$ cat src/rtl/rtc_pkg.sv
package rtc_pkg;
  localparam int ADDR_W  = 4;
  localparam int DATA_W  = 8;
  localparam int FIELD_W = 7;

  localparam logic [ADDR_W-1:0] A_SEC      = 4'h0;
  localparam logic [ADDR_W-1:0] A_SEC_ALM  = 4'h1;
  localparam logic [ADDR_W-1:0] A_MIN      = 4'h2;
  localparam logic [ADDR_W-1:0] A_MIN_ALM  = 4'h3;
  localparam logic [ADDR_W-1:0] A_HR       = 4'h4;
  localparam logic [ADDR_W-1:0] A_HR_ALM   = 4'h5;
  localparam logic [ADDR_W-1:0] A_DOW      = 4'h6;
  localparam logic [ADDR_W-1:0] A_DATE     = 4'h7;
  localparam logic [ADDR_W-1:0] A_MON      = 4'h8;
  localparam logic [ADDR_W-1:0] A_YEAR     = 4'h9;
  localparam logic [ADDR_W-1:0] A_CTLA     = 4'hA;
  localparam logic [ADDR_W-1:0] A_CTLB     = 4'hB;
  localparam logic [ADDR_W-1:0] A_FLAGS    = 4'hC;
  localparam logic [ADDR_W-1:0] A_DATE_ALM = 4'hD;

  typedef logic [FIELD_W-1:0] field_t;

  typedef struct packed {
    field_t cent, year, mon, date, dow, hr, min, sec;
  } rtcTime_t;

  typedef struct packed {
    logic advance;   // close of the one-second period
    logic transfer;  // copy working time to host buffer, run compares
  } rtcStrobe_t;

  function automatic field_t monthDays(field_t mon, field_t year);
    case (mon)
      7'd2:                    return (year[1:0] == 2'b00) ? 7'd29 : 7'd28;
      7'd4, 7'd6, 7'd9, 7'd11: return 7'd30;
      default:                 return 7'd31;
    endcase
  endfunction

  function automatic rtcTime_t nextTime(rtcTime_t t);
    rtcTime_t n;
    n = t;
    if (t.sec < 7'd59) n.sec = t.sec + 7'd1;
    else begin
      n.sec = '0;
      if (t.min < 7'd59) n.min = t.min + 7'd1;
      else begin
        n.min = '0;
        if (t.hr < 7'd23) n.hr = t.hr + 7'd1;
        else begin
          n.hr  = '0;
          n.dow = (t.dow >= 7'd7) ? 7'd1 : t.dow + 7'd1;
          if (t.date < monthDays(t.mon, t.year)) n.date = t.date + 7'd1;
          else begin
            n.date = 7'd1;
            if (t.mon < 7'd12) n.mon = t.mon + 7'd1;
            else begin
              n.mon = 7'd1;
              if (t.year < 7'd99) n.year = t.year + 7'd1;
              else begin
                n.year = '0;
                n.cent = (t.cent >= 7'd99) ? 7'd0 : t.cent + 7'd1;
              end
            end
          end
        end
      end
    end
    return n;
  endfunction

  function automatic field_t fromHost(logic [DATA_W-1:0] b, logic binMode);
    field_t tens;
    tens = field_t'(b[7:4]);
    return binMode ? b[6:0] : tens * 7'd10 + field_t'(b[3:0]);
  endfunction

  function automatic logic [DATA_W-1:0] toHost(field_t v, logic binMode);
    return binMode ? {1'b0, v} : {4'(v / 7'd10), 4'(v % 7'd10)};
  endfunction

  function automatic rtcTime_t applyWrite(rtcTime_t t, logic [ADDR_W-1:0] a,
                                          logic [DATA_W-1:0] d, logic binMode);
    rtcTime_t n;
    n = t;
    case (a)
      A_SEC:   n.sec  = fromHost(d, binMode);
      A_MIN:   n.min  = fromHost(d, binMode);
      A_HR:    n.hr   = fromHost(d, binMode);
      A_DOW:   n.dow  = fromHost(d, binMode);
      A_DATE:  n.date = fromHost(d, binMode);
      A_MON:   n.mon  = fromHost(d, binMode);
      A_YEAR:  n.year = fromHost(d, binMode);
      A_CTLA:  n.cent = d[6:0];
      default: ;
    endcase
    return n;
  endfunction
endpackage

$ cat src/rtl/rtc_ctrl.sv
module rtc_ctrl
  import rtc_pkg::*;
#(
  parameter int TICKS_PER_SEC = 32768,
  parameter int UIP_LEAD      = 8
) (
  input  logic       clk,
  input  logic       rstN,
  input  logic       tickEn,
  output rtcStrobe_t strobe,
  output logic       uip
);
  localparam int CW = $clog2(TICKS_PER_SEC);
  localparam logic [CW-1:0] LAST  = CW'(TICKS_PER_SEC - 1);
  localparam logic [CW-1:0] RAISE = CW'(TICKS_PER_SEC - 1 - UIP_LEAD);

  logic [CW-1:0] tickCnt;
  logic          lastTick;
  logic          xferPend;

  assign lastTick = tickEn && (tickCnt == LAST);

  always_ff @(posedge clk) begin
    if (!rstN) begin
      tickCnt  <= '0;
      xferPend <= 1'b0;
      uip      <= 1'b0;
    end else begin
      if (tickEn) tickCnt <= lastTick ? '0 : tickCnt + CW'(1);
      xferPend <= lastTick;
      if (tickEn && (tickCnt == RAISE)) uip <= 1'b1;
      else if (xferPend)                uip <= 1'b0;
    end
  end

  assign strobe.advance  = lastTick;
  assign strobe.transfer = xferPend;
endmodule

$ cat src/rtl/rtc_data.sv
module rtc_data
  import rtc_pkg::*;
(
  input  logic              clk,
  input  logic              rstN,
  input  rtcStrobe_t        strobe,
  input  logic              uip,
  input  logic              wrEn,
  input  logic              rdEn,
  input  logic [ADDR_W-1:0] addr,
  input  logic [DATA_W-1:0] wrData,
  output logic [DATA_W-1:0] rdData,
  output logic              irq
);
  rtcTime_t cur, usr, curNext, usrNext;
  logic [DATA_W-1:0] almSec, almMin, almHr, almDate;
  logic [1:0] ctlHi;   // bit 7 freeze, bit 6 spare
  logic [4:0] ctlLo;   // bit 2 binary mode, others spare
  logic aie, af, uf;
  logic hostWr, binMode, freeze, almHit;
  logic [DATA_W-1:0] readVal;

  assign hostWr  = wrEn & rstN;
  assign binMode = ctlLo[2];
  assign freeze  = ctlHi[1];

  function automatic logic almMatch(logic [DATA_W-1:0] raw, field_t v, logic bm);
    return (raw[7:6] == 2'b11) || (raw == toHost(v, bm));
  endfunction

  assign almHit = almMatch(almSec, cur.sec, binMode) & almMatch(almMin, cur.min, binMode)
                & almMatch(almHr, cur.hr, binMode) & almMatch(almDate, cur.date, binMode);

  always_comb begin
    curNext = strobe.advance ? nextTime(cur) : cur;
    usrNext = (strobe.transfer && !freeze) ? cur : usr;
    if (hostWr) begin
      curNext = applyWrite(curNext, addr, wrData, binMode);
      usrNext = applyWrite(usrNext, addr, wrData, binMode);
    end
  end

  // time keeps its value across reset
  always_ff @(posedge clk) begin
    cur <= curNext;
    usr <= usrNext;
  end

  always_ff @(posedge clk) begin
    if (hostWr) begin
      case (addr)
        A_SEC_ALM:  almSec  <= wrData;
        A_MIN_ALM:  almMin  <= wrData;
        A_HR_ALM:   almHr   <= wrData;
        A_DATE_ALM: almDate <= wrData;
        A_CTLB: begin
          ctlHi <= wrData[7:6];
          ctlLo <= wrData[4:0];
        end
        default: ;
      endcase
    end
  end

  always_ff @(posedge clk) begin
    if (!rstN) begin
      aie <= 1'b0;
      af  <= 1'b0;
      uf  <= 1'b0;
    end else begin
      if (wrEn && addr == A_CTLB) aie <= wrData[5];
      if (rdEn && addr == A_FLAGS) begin
        af <= 1'b0;
        uf <= 1'b0;
      end
      if (strobe.transfer) begin
        uf <= 1'b1;
        if (almHit) af <= 1'b1;
      end
    end
  end

  always_comb begin
    case (addr)
      A_SEC:      readVal = toHost(usr.sec, binMode);
      A_MIN:      readVal = toHost(usr.min, binMode);
      A_HR:       readVal = toHost(usr.hr, binMode);
      A_DOW:      readVal = toHost(usr.dow, binMode);
      A_DATE:     readVal = toHost(usr.date, binMode);
      A_MON:      readVal = toHost(usr.mon, binMode);
      A_YEAR:     readVal = toHost(usr.year, binMode);
      A_SEC_ALM:  readVal = almSec;
      A_MIN_ALM:  readVal = almMin;
      A_HR_ALM:   readVal = almHr;
      A_DATE_ALM: readVal = almDate;
      A_CTLA:     readVal = {uip, usr.cent};
      A_CTLB:     readVal = {ctlHi, aie, ctlLo};
      A_FLAGS:    readVal = {af & aie, 1'b0, af, uf, 4'b0000};
      default:    readVal = '0;
    endcase
  end

  always_ff @(posedge clk) begin
    if (!rstN)     rdData <= '0;
    else if (rdEn) rdData <= readVal;
  end

  assign irq = af & aie;
endmodule

$ cat src/rtl/rtc_core.sv
module rtc_core
  import rtc_pkg::*;
#(
  parameter int TICKS_PER_SEC = 32768,
  parameter int UIP_LEAD      = 8
) (
  input  logic              clk,
  input  logic              rstN,
  input  logic              tickEn,
  input  logic              wrEn,
  input  logic              rdEn,
  input  logic [ADDR_W-1:0] addr,
  input  logic [DATA_W-1:0] wrData,
  output logic [DATA_W-1:0] rdData,
  output logic              irq
);
  rtcStrobe_t strobe;
  logic       uip;

  rtc_ctrl #(
    .TICKS_PER_SEC(TICKS_PER_SEC),
    .UIP_LEAD     (UIP_LEAD)
  ) u_ctrl (
    .clk   (clk),
    .rstN  (rstN),
    .tickEn(tickEn),
    .strobe(strobe),
    .uip   (uip)
  );

  rtc_data u_data (
    .clk   (clk),
    .rstN  (rstN),
    .strobe(strobe),
    .uip   (uip),
    .wrEn  (wrEn),
    .rdEn  (rdEn),
    .addr  (addr),
    .wrData(wrData),
    .rdData(rdData),
    .irq   (irq)
  );
endmodule

$ cat config.mk
export PLATFORM = sky130hd
export DESIGN_NAME = rtc_core
export DESIGN_NICKNAME = d
export VERILOG_FILES = /design/src/rtl/rtc_pkg.sv /design/src/rtl/rtc_ctrl.sv /design/src/rtl/rtc_data.sv /design/src/rtl/rtc_core.sv
export SDC_FILE = /design/constraint.sdc
export NUM_CORES = 1
export LEC_CHECK = 0
export ABC_AREA = 1
export CAP_MARGIN = 20
export CORE_MARGIN = 4
export CORE_UTILIZATION = 35
export DETAILED_ROUTE_END_ITERATION = 16
export HOLD_SLACK_MARGIN = 0.06
export PLACE_DENSITY = 0.48
export SYNTH_ARGS = -nofsm -noshare
export SYNTH_HDL_FRONTEND = slang
export SYNTH_SLANG_ARGS = --single-unit
$ cat constraint.sdc
create_clock -name clk -period 4.6 [get_ports clk]
set_input_delay 0.69 -clock clk [delete_from_list [all_inputs] [get_ports clk]]
set_output_delay 0.69 -clock clk [all_outputs]
set_load 0.01 [all_outputs]
==> flow_summary.toml <==
[sta]
finClkSkew_ns = 0.0149
tns_ns = 0
period_needed_ns = 3.69
relSlewSlack_pct = 20.9
final_hold_viol_count = 0
fin_crit_sh_pct = 80.2
hold_slack_ns = 0.463
finalMaxSlewViolations = 0
max_freq_ghz = 0.271
rsz0062_at_grt = "false"
setup_viol = 0
worst_slack_ns = 0.911
tightest_slew_ns = 1.18

[power_and_ir_drop]
intPower_mw = 3.75
p_clk_share_pct = 22.4
leakage_nw = 7.10
power.density_nw_per_um2 = 468
peakVddDrop_uv = 346
combPwrFrac_pct = 45.9
swShare_pct = 45.2
pwr-share-seq_pct = 31.6
power_mw = 6.86
p_sw_mw = 3.10

[floorplan]
initial_core_util_pct = 35.6
core_area_um2 = 36800
die_x_um = 202
dieArea_um2 = 40600
ios = 26
die_h_um = 202
rows = 70

[synth]
synth_edf_count = 39
ys_seq_area_share_pct = 30.3
syn-num-nets = 2134
avgSynthCellArea_um2 = 6.33
syn_area_um2 = 13100
ys_types = 64
synth_ff_type = "dfxtp_1"
synthCells = 2073
synth_seq_cells = 179
synth_warnings = 0
async_flop_share_pct = 0

[global_routing]
grt_max_degree = 64
grt_pass1_wl_um = 73700
grt.overflow.total = 0
antenna_found_initial = 0
track_usage_pct = 23.1
grt_pass1_vias = 12400

[clock_tree]
ctsResizeCount = 0
clock-sinks = 179
cts_tree = "yes"
hold_buffers = 0
clk_pin_slew_ns = 0.07
cts_buffers = 17
root_buffer = "clkbuf_16"
htree_levels = 4
clk_latency_ns = 0.46
cts_setup_buffers = 0
cts_buffer_depth = 2

[place]
pre_cts_ws_ns = 0.903
dp_hpwl_um = 38000
place_congestion = 0.907
port_buffers = 25

[detailed_routing]
post-route-drc-count = 0
met1_length_um = 22900
wl_met3_um = 2940
post_drt_via_cell_ratio = 5.22
postRouteAntennaNets = 0
first_pass_iters = 5
routed_wl_um = 47700
routed-via-count = 13500
drt_iter0_drc = 1122
wl_met2_um = 21100
wire_per_inst_um = 18.5
maxUsedRoutingLayer = "met4"

[layout]
num-nets-final = 2168
final_common_cell = "nand2_1"
synthToLayoutAreaGrowth_pct = 11.6
layout-drive-gt1-share_pct = 6.27
utilization_pct = 39.8
antennaDiodeCount = 0
layout_common_cells = "nand2_1 (543), inv_1 (319), o21ai_0 (190)"

[worst_setup_path]
cp.required_ns = 4.92
critPathCaptureType = "flip-flop"
cp_max_fo = 6
worstPathArrival_ns = 4.00
crit_type = "reg -> reg"
start_kind = "flip-flop"

[job]
maxCapViolCount = 0

[hold_path]
worstHoldPathType = "reg -> reg"

[run_status]
status = "complete, no violations"
[per-stage QoR]
step | cell area (um2) | cells
after CTS | 14600 | 2588
after floorplan | 13100 | 2073
after global routing | 14600 | 2588
after global placement | 14000 | 2556
after detailed placement | 14000 | 2556
final | 14600 | 2588
[per-layer routing]
metal  global-route usage, %  vias up
li1                        -     6862
met1                    33.9     6225
met2                    36.1      370
met3                    3.26       44
met4                    4.93        0
met5                       0        -
[critical path, cell delays in order, from the launching register on]
cell and delay, ns:
dfxtp_1 0.37, inv_1 0.13, a21oi_2 0.23, nand2_1 0.15, nand3_1 0.10, nand2_1 0.08
nand2_1 0.20, nand2_1 0.07, o21ai_0 0.11, inv_1 0.08, nand2_1 0.08, nand2_1 0.10
nand2_1 0.11, nand2_1 0.07, inv_1 0.05, ha_1 0.13, nand3b_1 0.18, nand3_1 0.14
o21ai_0 0.46, nand3_1 0.18, a21oi_1 0.22, nand3_1 0.14, nand2_1 0.10, a21oi_1 0.07
[cell families after synthesis]
| kind of cell | Yosys count | share of synthesized area [%] |
|---|---|---|
| simple gates | 992 | 33.2 |
| compound gates | 431 | 18.3 |
| buf+inv | 388 | 11.3 |
| flops | 179 | 30.3 |
| fa+ha+maj | 44 | 4.31 |
| xor+xnor | 37 | 2.47 |
| mux | 2 | 0.153 |
[sequential cells by signal, indices dropped and copies added (netlist names), 2 cells and up]
| name | cells |
|---|---|
| u_data.ctlHi | 2 |
| u_data.almMin | 8 |
| u_ctrl.tickCnt | 15 |
| u_data.ctlLo | 5 |
| u_data.usr | 56 |
| u_data.almSec | 8 |
| u_data.almDate | 8 |
| u_data.almHr | 8 |
| u_data.cur | 56 |
| u_data.rdData | 8 |
[power by group through the flow]
stage / logic, mW / registers (mW) / clock network, mW
finish: 3.15 / 2.17 / 1.54
global route: 3.67 / 2.20 / 1.63
CTS: 3.13 / 2.16 / 1.56
detailed placement: 3.12 / 2.19 / 0
global placement: 3.10 / 2.19 / 0
floorplan: 2.44 / 2.05 / 0
[path summary, 6_finish.rpt]
| kind | startpoint | to | slack [ns] | depth (start not counted) |
|---|---|---|---|---|
| worst min register to register | u_data.rdData[2] | u_data.rdData[2] | 0.46 | 2 |
| worst max register to register | u_data.usr[48] | u_data.rdData[4] | 0.91 | 23 |
| worst max-delay path | u_data.usr[48] | u_data.rdData[4] | 0.91 | 23 |
| worst min-delay path | u_data.rdData[2] | u_data.rdData[2] | 0.46 | 2 |
[area by class of cell]
| cell class | instances | area (um2) |
|---|---|---|
| Clock buffer | 20 | 458 |
| Clock inverter | 12 | 144 |
| Fill cell | 4041 | 22200 |
| Inverter | 344 | 1300 |
| Multi-Input combinational cell | 1506 | 7670 |
| Sequential cell | 179 | 3970 |
| Tap cell | 468 | 586 |
| Timing Repair Buffer | 59 | 505 |
[cells in the mapped netlist (2+ instances only)]
cell type,count,area (um2)
nand2_2,13,81.3
a21oi_1,125,626
nor2_8,2,40.0
or2_2,5,31.3
a31o_2,2,17.5
nand3_2,8,80.1
nor2_2,3,18.8
nor2_4,3,33.8
buf_1,8,30.0
a21oi_2,3,26.3
inv_2,18,67.6
o2111ai_1,3,26.3
inv_1,320,1200
o2bb2ai_1,2,17.5
o22ai_1,12,75.1
o31ai_1,4,30.0
a41oi_1,3,26.3
dfxtp_1,140,2800
nor3_1,19,95.1
a211oi_1,9,67.6
mux2i_1,2,20.0
nand3b_1,15,113
edfxtp_1,39,1170
xor2_1,31,272
clkinv_1,4,15.0
o211ai_1,7,52.6
o21ai_1,23,115
fa_1,2,40.0
nand3_1,152,761
nor3b_1,5,37.5
nand2_1,544,2040
nor2_1,171,642
inv_4,2,12.5
xnor2_1,6,52.6
o21ai_0,190,951
nand4_1,37,231
a31oi_1,16,100
a221oi_1,9,78.8
buf_2,3,15.0
o21bai_1,14,105
ha_1,42,526
clkbuf_1,30,113
o41ai_1,2,17.5
nor4_1,5,31.3
Power figures use the tool's default switching activity.
